$ cat src/rtl/npc_pkg.sv
package npc_pkg;
   localparam logic [5:0] OPC_SPECIAL = 6'h00;
   localparam logic [5:0] OPC_J       = 6'h02;
   localparam logic [5:0] OPC_JAL     = 6'h03;
   localparam logic [5:0] OPC_BEQ     = 6'h04;
   localparam logic [5:0] OPC_BNE     = 6'h05;
   localparam logic [5:0] OPC_BEQL    = 6'h14;
   localparam logic [5:0] OPC_LW      = 6'h23;
   localparam logic [5:0] OPC_SW      = 6'h2B;

   typedef enum logic [2:0] {
      FL_SEQ,
      FL_BEQ,
      FL_BNE,
      FL_BEQL,
      FL_JUMP
   } flow_e;
endpackage

$ cat src/rtl/npc_decode.sv
module npc_decode
   import npc_pkg::*;
#(
   parameter int LIKELY_EN = 1
) (
   input  logic [5:0] op,
   output flow_e      flow,
   output logic       legal
);
   logic likely_ok;

   generate
      if (LIKELY_EN != 0) begin : g_likely
         assign likely_ok = 1'b1;
      end else begin : g_no_likely
         assign likely_ok = 1'b0;
      end
   endgenerate

   always_comb begin
      flow  = FL_SEQ;
      legal = 1'b0;
      case (op) inside
         OPC_SPECIAL, OPC_LW, OPC_SW: legal = 1'b1;
         [6'h08:6'h0F]:               legal = 1'b1;
         OPC_J, OPC_JAL: begin
            flow  = FL_JUMP;
            legal = 1'b1;
         end
         OPC_BEQ: begin
            flow  = FL_BEQ;
            legal = 1'b1;
         end
         OPC_BNE: begin
            flow  = FL_BNE;
            legal = 1'b1;
         end
         OPC_BEQL: begin
            flow  = likely_ok ? FL_BEQL : FL_SEQ;
            legal = likely_ok;
         end
         default: ;
      endcase
   end
endmodule

$ cat src/rtl/npc_target.sv
module npc_target #(
   parameter int XLEN  = 32,
   parameter int OFF_W = 16,
   parameter int IDX_W = 26
) (
   input  logic [XLEN-1:0]  pc,
   input  logic [IDX_W-1:0] idx,
   output logic [XLEN-1:0]  seq4,
   output logic [XLEN-1:0]  seq8,
   output logic [XLEN-1:0]  br_tgt,
   output logic [XLEN-1:0]  j_tgt
);
   localparam int EXT_W = XLEN - OFF_W - 2;
   localparam int TOP_W = XLEN - IDX_W - 2;
   localparam logic [XLEN-1:0] STEP4 = XLEN'(4);
   localparam logic [XLEN-1:0] STEP8 = XLEN'(8);

   logic [XLEN-1:0] disp;

   assign seq4   = pc + STEP4;
   assign seq8   = pc + STEP8;
   assign disp   = {{EXT_W{idx[OFF_W-1]}}, idx[OFF_W-1:0], 2'b00};
   assign br_tgt = seq4 + disp;
   assign j_tgt  = {seq4[XLEN-1 -: TOP_W], idx, 2'b00};
endmodule

$ cat src/rtl/npc_state.sv
module npc_state
   import npc_pkg::*;
#(
   parameter int              XLEN     = 32,
   parameter logic [XLEN-1:0] BOOT_VEC = 32'hBFC00000
) (
   input  logic            clk,
   input  logic            rst_n,
   input  logic            retire,
   input  flow_e           flow,
   input  logic            eq,
   input  logic [XLEN-1:0] seq4,
   input  logic [XLEN-1:0] seq8,
   input  logic [XLEN-1:0] br_tgt,
   input  logic [XLEN-1:0] j_tgt,
   output logic [XLEN-1:0] pc,
   output logic            pend,
   output logic [XLEN-1:0] tgt,
   output logic            squash
);
   localparam logic [XLEN-1:0] STEP4 = XLEN'(4);
   localparam logic [XLEN-1:0] STEP8 = XLEN'(8);

   logic            take;
   logic            skip;
   logic [XLEN-1:0] nxt_tgt;

   always_comb begin
      take = 1'b0;
      case (flow)
         FL_BEQ, FL_BEQL: take = eq;
         FL_BNE:          take = !eq;
         FL_JUMP:         take = 1'b1;
         default:         take = 1'b0;
      endcase
      skip    = (flow == FL_BEQL) && !eq;
      nxt_tgt = (flow == FL_JUMP) ? j_tgt : br_tgt;
   end

   assign squash = retire && !pend && skip;

   always_ff @(posedge clk) begin
      if (!rst_n) begin
         pc   <= BOOT_VEC;
         pend <= 1'b0;
         tgt  <= '0;
      end else if (retire) begin
         if (pend) begin
            pc   <= tgt;
            pend <= 1'b0;
         end else if (take) begin
            pc   <= seq4;
            pend <= 1'b1;
            tgt  <= nxt_tgt;
         end else if (skip) begin
            pc <= seq8;
         end else begin
            pc <= seq4;
         end
      end
   end

   a_r3_taken_arms: assert property (@(posedge clk) disable iff (!rst_n)
      (retire && !pend && take) |=> (pend && pc == $past(pc) + STEP4));

   a_r5_slot_redirect: assert property (@(posedge clk) disable iff (!rst_n)
      (retire && pend) |=> (!pend && pc == $past(tgt)));

   a_r6_annul_skip: assert property (@(posedge clk) disable iff (!rst_n)
      squash |=> (!pend && pc == $past(pc) + STEP8));

   a_r7_fallthrough: assert property (@(posedge clk) disable iff (!rst_n)
      (retire && !pend && !take && !squash) |=> (!pend && pc == $past(pc) + STEP4));

   a_r8_hold: assert property (@(posedge clk) disable iff (!rst_n)
      !retire |=> ($stable(pc) && $stable(pend) && $stable(tgt)));
endmodule

$ cat src/rtl/dslot_npc_seq.sv
module dslot_npc_seq
   import npc_pkg::*;
#(
   parameter int              XLEN      = 32,
   parameter int              OFF_W     = 16,
   parameter int              IDX_W     = 26,
   parameter int              LIKELY_EN = 1,
   parameter logic [XLEN-1:0] BOOT_VEC  = 32'hBFC00000
) (
   input  logic            clk,
   input  logic            rst_n,
   input  logic            retire,
   input  logic [31:0]     instr,
   input  logic [XLEN-1:0] rs_val,
   input  logic [XLEN-1:0] rt_val,
   output logic [XLEN-1:0] pc,
   output logic            slot_pend,
   output logic [XLEN-1:0] slot_tgt,
   output logic            squash,
   output logic            bad_op
);
   generate
      if (IDX_W + 6 != 32) begin : g_bad_idx
         $error("opcode field must sit directly above the jump index");
      end
      if (XLEN < IDX_W + 3) begin : g_bad_xlen
         $error("address width too small for the jump index");
      end
      if (OFF_W > IDX_W) begin : g_bad_off
         $error("branch offset must fit within the jump index field");
      end
   endgenerate

   flow_e           flow;
   logic            legal;
   logic            eq;
   logic [XLEN-1:0] seq4, seq8, br_tgt, j_tgt;

   assign eq     = (rs_val == rt_val);
   assign bad_op = !legal;

   npc_decode #(.LIKELY_EN(LIKELY_EN)) u_dec (
      .op    (instr[31:26]),
      .flow  (flow),
      .legal (legal)
   );

   npc_target #(.XLEN(XLEN), .OFF_W(OFF_W), .IDX_W(IDX_W)) u_tgt (
      .pc     (pc),
      .idx    (instr[IDX_W-1:0]),
      .seq4   (seq4),
      .seq8   (seq8),
      .br_tgt (br_tgt),
      .j_tgt  (j_tgt)
   );

   npc_state #(.XLEN(XLEN), .BOOT_VEC(BOOT_VEC)) u_st (
      .clk    (clk),
      .rst_n  (rst_n),
      .retire (retire),
      .flow   (flow),
      .eq     (eq),
      .seq4   (seq4),
      .seq8   (seq8),
      .br_tgt (br_tgt),
      .j_tgt  (j_tgt),
      .pc     (pc),
      .pend   (slot_pend),
      .tgt    (slot_tgt),
      .squash (squash)
   );
endmodule

$ cat config.mk
export PLATFORM = sky130hd
export DESIGN_NAME = dslot_npc_seq
export DESIGN_NICKNAME = d
export VERILOG_FILES = /design/src/rtl/npc_pkg.sv /design/src/rtl/npc_decode.sv /design/src/rtl/npc_target.sv /design/src/rtl/npc_state.sv /design/src/rtl/dslot_npc_seq.sv
export SDC_FILE = /design/constraint.sdc
export NUM_CORES = 1
export LEC_CHECK = 0
export ABC_AREA = 1
export BUFFER_PORTS_ARGS = -buffer_cell sky130_fd_sc_hd__buf_2
export CORE_ASPECT_RATIO = 0.9
export CORE_MARGIN = 2
export CORE_UTILIZATION = 35
export CTS_CLUSTER_SIZE = 25
export DETAILED_ROUTE_END_ITERATION = 12
export PLACE_DENSITY_LB_ADDON = 0.08
export SLEW_MARGIN = 10
export SYNTH_ARGS = -nofsm -noshare
export SYNTH_HDL_FRONTEND = slang
export SYNTH_SLANG_ARGS = --single-unit
$ cat constraint.sdc
create_clock -name clk -period 3.29 [get_ports clk]
set_input_delay 0.329 -clock clk [delete_from_list [all_inputs] [get_ports clk]]
set_output_delay 0.329 -clock clk [all_outputs]
set_load 0.1 [all_outputs]
==> run_summary.xml <==
<?xml version="1.0" encoding="UTF-8"?>
<metrics>
  <group name="clocking">
    <metric name="postCtsHoldBufs" unit="">0</metric>
    <metric name="cts.sinks" unit="">65</metric>
    <metric name="cts_max_path_buffers" unit="">2</metric>
    <metric name="cts_root_buf" unit="">sky130_fd_sc_hd__clkbuf_16</metric>
    <metric name="tritoncts_clock_tree" unit="">done</metric>
    <metric name="clkSlewWorstSetupHoldPaths" unit="ns">0.06</metric>
    <metric name="post-cts-setup-buffer-count" unit="">0</metric>
    <metric name="tritoncts.num_buffers" unit="">9</metric>
    <metric name="clk_latency" unit="ns">0.36</metric>
    <metric name="h-tree-depth" unit="">3</metric>
  </group>
  <group name="cells_and_area">
    <metric name="flow.area_growth_from_synthesis" unit="%">28.60</metric>
    <metric name="nets" unit="">1625</metric>
    <metric name="diodes" unit="">0</metric>
    <metric name="share_of_post_route_cells_with_drive_strength_above_1" unit="%">25.25</metric>
    <metric name="filler_cell_count" unit="">2327</metric>
    <metric name="register_area" unit="µm²">1321</metric>
    <metric name="footprint_of_the_multi_input_gates" unit="µm²">5439</metric>
  </group>
  <group name="place">
    <metric name="hpwlAfterDp" unit="µm">22780</metric>
    <metric name="globalplace.congestion" unit="">0.9328</metric>
    <metric name="numPortBuffers" unit="">165</metric>
    <metric name="place_ws" unit="ns">-0.1059</metric>
  </group>
  <group name="sta">
    <metric name="post-route-period-util" unit="%">94.01</metric>
    <metric name="fin_crit" unit="ns">3.093</metric>
    <metric name="setup-tns-final" unit="ns">0</metric>
    <metric name="finalHoldWorstSlack" unit="ns">0.3234</metric>
    <metric name="timing.final.max_slew_violations" unit="">0</metric>
    <metric name="finalHoldViolations" unit="">0</metric>
    <metric name="setup_violations" unit="">0</metric>
    <metric name="max_freq" unit="GHz">0.3233</metric>
    <metric name="slew-limit-headroom" unit="%">39.08</metric>
    <metric name="worst_setup_margin" unit="ns">0.1970</metric>
    <metric name="grt_setup_unrepaired" unit="">true</metric>
    <metric name="transition_at_the_pin_with_the_smallest_max_transition_slack" unit="ns">0.9128</metric>
    <metric name="finalClockSkew" unit="ns">0.01070</metric>
  </group>
  <group name="drt">
    <metric name="post_drt_wl_per_cell" unit="µm">15.91</metric>
    <metric name="vias_per_cell" unit="">4.795</metric>
    <metric name="dr.max_layer_used" unit="">met4</metric>
    <metric name="route.vias.total" unit="">8530</metric>
    <metric name="route.detailed.drc" unit="">0</metric>
    <metric name="detail_route.wirelength" unit="µm">28310</metric>
    <metric name="routed-wl-met3" unit="µm">1351</metric>
    <metric name="first_iter_violations" unit="">564</metric>
    <metric name="met1_length" unit="µm">14140</metric>
    <metric name="dr_wl_met2" unit="µm">12390</metric>
    <metric name="firstDrtPassIters" unit="">5</metric>
    <metric name="detail-route-antenna-nets" unit="">0</metric>
  </group>
  <group name="hold_path">
    <metric name="min_path_type" unit="">in -&gt; reg</metric>
  </group>
  <group name="worst_setup_path">
    <metric name="timing.critical_path.required" unit="ns">3.57</metric>
    <metric name="critical_path.endpoint_type" unit="">register</metric>
    <metric name="worstPathCellList" unit="">ha_1 -&gt; inv_1 -&gt; nor2_4 -&gt; nand2_4 -&gt; nor2_2 -&gt; xor2_1 -&gt; buf_4 -&gt; ha_2 -&gt; nand2_2 -&gt; inv_1 -&gt; a21oi_1 -&gt; buf_4 -&gt; buf_4 -&gt; o21bai_2 -&gt; o21ai_0 -&gt; nand3b_1 -&gt; nand2_1 -&gt; nand2_1 -&gt; a21oi_2</metric>
    <metric name="data_arrival_time_of_the_critical_path" unit="ns">3.38</metric>
    <metric name="start_kind" unit="">register</metric>
    <metric name="crit_slowest_cell" unit="">sky130_fd_sc_hd__dfxtp_4</metric>
    <metric name="crit_path_max_incr_delay" unit="ns">0.38</metric>
    <metric name="worst_path_most_repeated_cell" unit="">sky130_fd_sc_hd__buf_4</metric>
    <metric name="critical_path.max_fanout" unit="">5</metric>
    <metric name="critical_path_type" unit="">reg -&gt; reg</metric>
  </group>
  <group name="power">
    <metric name="share_of_power_burned_in_the_clock_network" unit="%">38.4</metric>
    <metric name="areal_power_density_over_the_cells" unit="nW/µm²">289.7</metric>
    <metric name="p_switching" unit="W">0.001042</metric>
    <metric name="power_leakage" unit="nW">4.970</metric>
    <metric name="seq_power_share" unit="%">30.3</metric>
    <metric name="power_report.internal_total" unit="W">0.001696</metric>
    <metric name="power.ir.vdd_worst" unit="mV">0.2148</metric>
    <metric name="netSwitchingFraction" unit="%">38.05</metric>
    <metric name="logic_pwr_share" unit="%">31.3</metric>
  </group>
  <group name="floorplanning">
    <metric name="dieHeight" unit="µm">141.5</metric>
    <metric name="die_x" unit="µm">156.8</metric>
    <metric name="io_pins" unit="">166</metric>
    <metric name="core.rowCount" unit="">50</metric>
    <metric name="fp.coreArea" unit="µm²">20710</metric>
    <metric name="total_die_area" unit="µm²">22180</metric>
    <metric name="initial_core_util" unit="%">35.50</metric>
  </group>
  <group name="synthesis">
    <metric name="synthesis.area" unit="µm²">7351</metric>
    <metric name="syn-instance-count" unit="">1287</metric>
    <metric name="ys_seq_elements" unit="">65</metric>
    <metric name="synth_nets" unit="">1424</metric>
    <metric name="synthesis.area_per_instance" unit="µm²">5.712</metric>
    <metric name="synth_cell_type_count" unit="">48</metric>
    <metric name="ys_seq_area_share" unit="%">17.70</metric>
    <metric name="yosys_warnings" unit="">0</metric>
  </group>
  <group name="grt">
    <metric name="antenna_found_initial" unit="">0</metric>
    <metric name="gr-total-overflow" unit="">0</metric>
    <metric name="grt_first_pass_wirelength" unit="µm">43760</metric>
    <metric name="grt_start_max_net_pins" unit="">36</metric>
    <metric name="grt_use_total" unit="%">25.86</metric>
    <metric name="vias_in_the_first_global_route" unit="">7956</metric>
  </group>
  <group name="job">
    <metric name="drv.max_cap_violation_count" unit="">0</metric>
  </group>
  <group name="outcome">
    <metric name="run_status" unit="">finished, final reports clean</metric>
  </group>
</metrics>
[cell usage in the layout (no fill, tap or decap), drive strengths merged, types with 3 or more instances in the layout]
cell	Yosys	layout
nor2	131	131
o21bai	3	3
a21oi	60	60
buf	18	227
a221oi	7	7
xnor2	26	26
clkbuf	19	9
nor3	18	18
ha	37	37
nand2	475	475
o211ai	11	11
nand3	81	81
inv	189	194
or2	10	10
dfxtp	65	65
nand4	24	24
nand3b	5	5
o21ai	56	56
nor4	3	3
xor2	37	37
[power by group through the flow]
stage / Sequential (W) / Combinational, W / Clock, W
after floorplan: 0.000978 / 0.000416 / 0
after global placement: 0.000845 / 0.000811 / 0
after detailed placement: 0.000846 / 0.000814 / 0
after CTS: 0.000828 / 0.000819 / 0.00107
after global routing: 0.000831 / 0.000948 / 0.00109
final: 0.000829 / 0.000857 / 0.00105
[state kept, by name, summed over array words and instances, names as in the netlist]
name,cells
u_st.tgt,32
u_st.pc,32
u_st.pend,1
[metrics by stage]
stage               utilization [%]  area [µm²]  total power, W  instances
CTS                           44.21        9154        0.002712       1779
finish                        45.65        9453        0.002738       1779
global route                  45.65        9453        0.002869       1779
floorplan                         -        7372        0.001395       1287
detailed placement            42.65        8831        0.001659       1763
global placement              42.65        8831        0.001657       1763
[synth_stat cells, drive strengths merged]
cell type,count,area [µm²]
nor3,18,136.4
a21oi,60,304.0
o21a,1,7.510
a221oi,7,61.31
o211a,1,10.01
nand2,475,1828
clkbuf,19,76.32
o21bai,3,22.52
xor2,37,331.6
o21ai,56,291.5
dfxtp,65,1301
nand3,81,415.4
and3,1,6.260
o211ai,11,82.58
fa,1,20.02
and2,2,12.51
a211oi,1,7.510
a21boi,1,7.510
or2,10,62.56
clkinv,2,7.510
nand3b,5,37.54
nand4,24,150.1
xnor2,26,235.2
buf,18,128.9
nor4,3,40.04
nor2,131,574.3
inv,189,711.9
ha,37,462.9
a22o,2,17.52
[worst paths after layout]
path | from | to | slack [ns] | depth (start not counted)
min reg2reg | u_st.tgt[21]$_SDFFE_PN0P_ | u_st.tgt[21]$_SDFFE_PN0P_ | 0.48 | 2
max | u_st.pc[3]$_SDFFE_PN0P_ | u_st.tgt[18]$_SDFFE_PN0P_ | 0.20 | 19
min | instr[20] | u_st.tgt[22]$_SDFFE_PN0P_ | 0.32 | 5
max reg2reg | u_st.pc[3]$_SDFFE_PN0P_ | u_st.tgt[18]$_SDFFE_PN0P_ | 0.20 | 19
[worst max-delay path: cells and delay by family, from the launching register on]
family | cells | cell delay (ns)
xor+xnor | 1 | 0.17
simple gates | 7 | 0.93
fa+ha+maj | 2 | 0.49
buf+inv | 5 | 0.52
flops | 1 | 0.38
compound gates | 4 | 0.51
[repair_timing]
| item | in CTS | in global routing |
|---|---|---|
| endpoints found under the setup margin | 6 | 23 |
| pin swaps | 0 | 5 |
| endpoints found under the hold margin | 0 | 0 |
| gates resized for setup | 5 | 66 |
[layer usage]
layer | global-route usage, % | up-vias
li1 | - | 4442
met1 | 37.67 | 3837
met2 | 41.44 | 227
met3 | 2.505 | 24
met4 | 5.215 | 0
met5 | 0 | -
[kinds of logic after synthesis]
kind of cell | after synthesis | synth area share, %
flip-flops | 65 | 17.70
adder cells (fa/ha/maj) | 38 | 6.570
AND/OR/NAND/NOR | 750 | 44.39
AO/OA/AOI/OAI | 143 | 11.05
XOR/XNOR | 63 | 7.711
buffers and inverters | 228 | 12.58
[final cells by class]
| type | count | area share, % |
|---|---|---|
| clock inverter | 7 | 0.8868 |
| multi-input combinational | 994 | 57.54 |
| timing repair buffer | 227 | 13.82 |
| tap | 286 | 3.786 |
| sequential | 65 | 13.98 |
| inverter | 191 | 7.611 |
| clock buffer | 9 | 2.383 |
(Power assumes the default switching activity.)
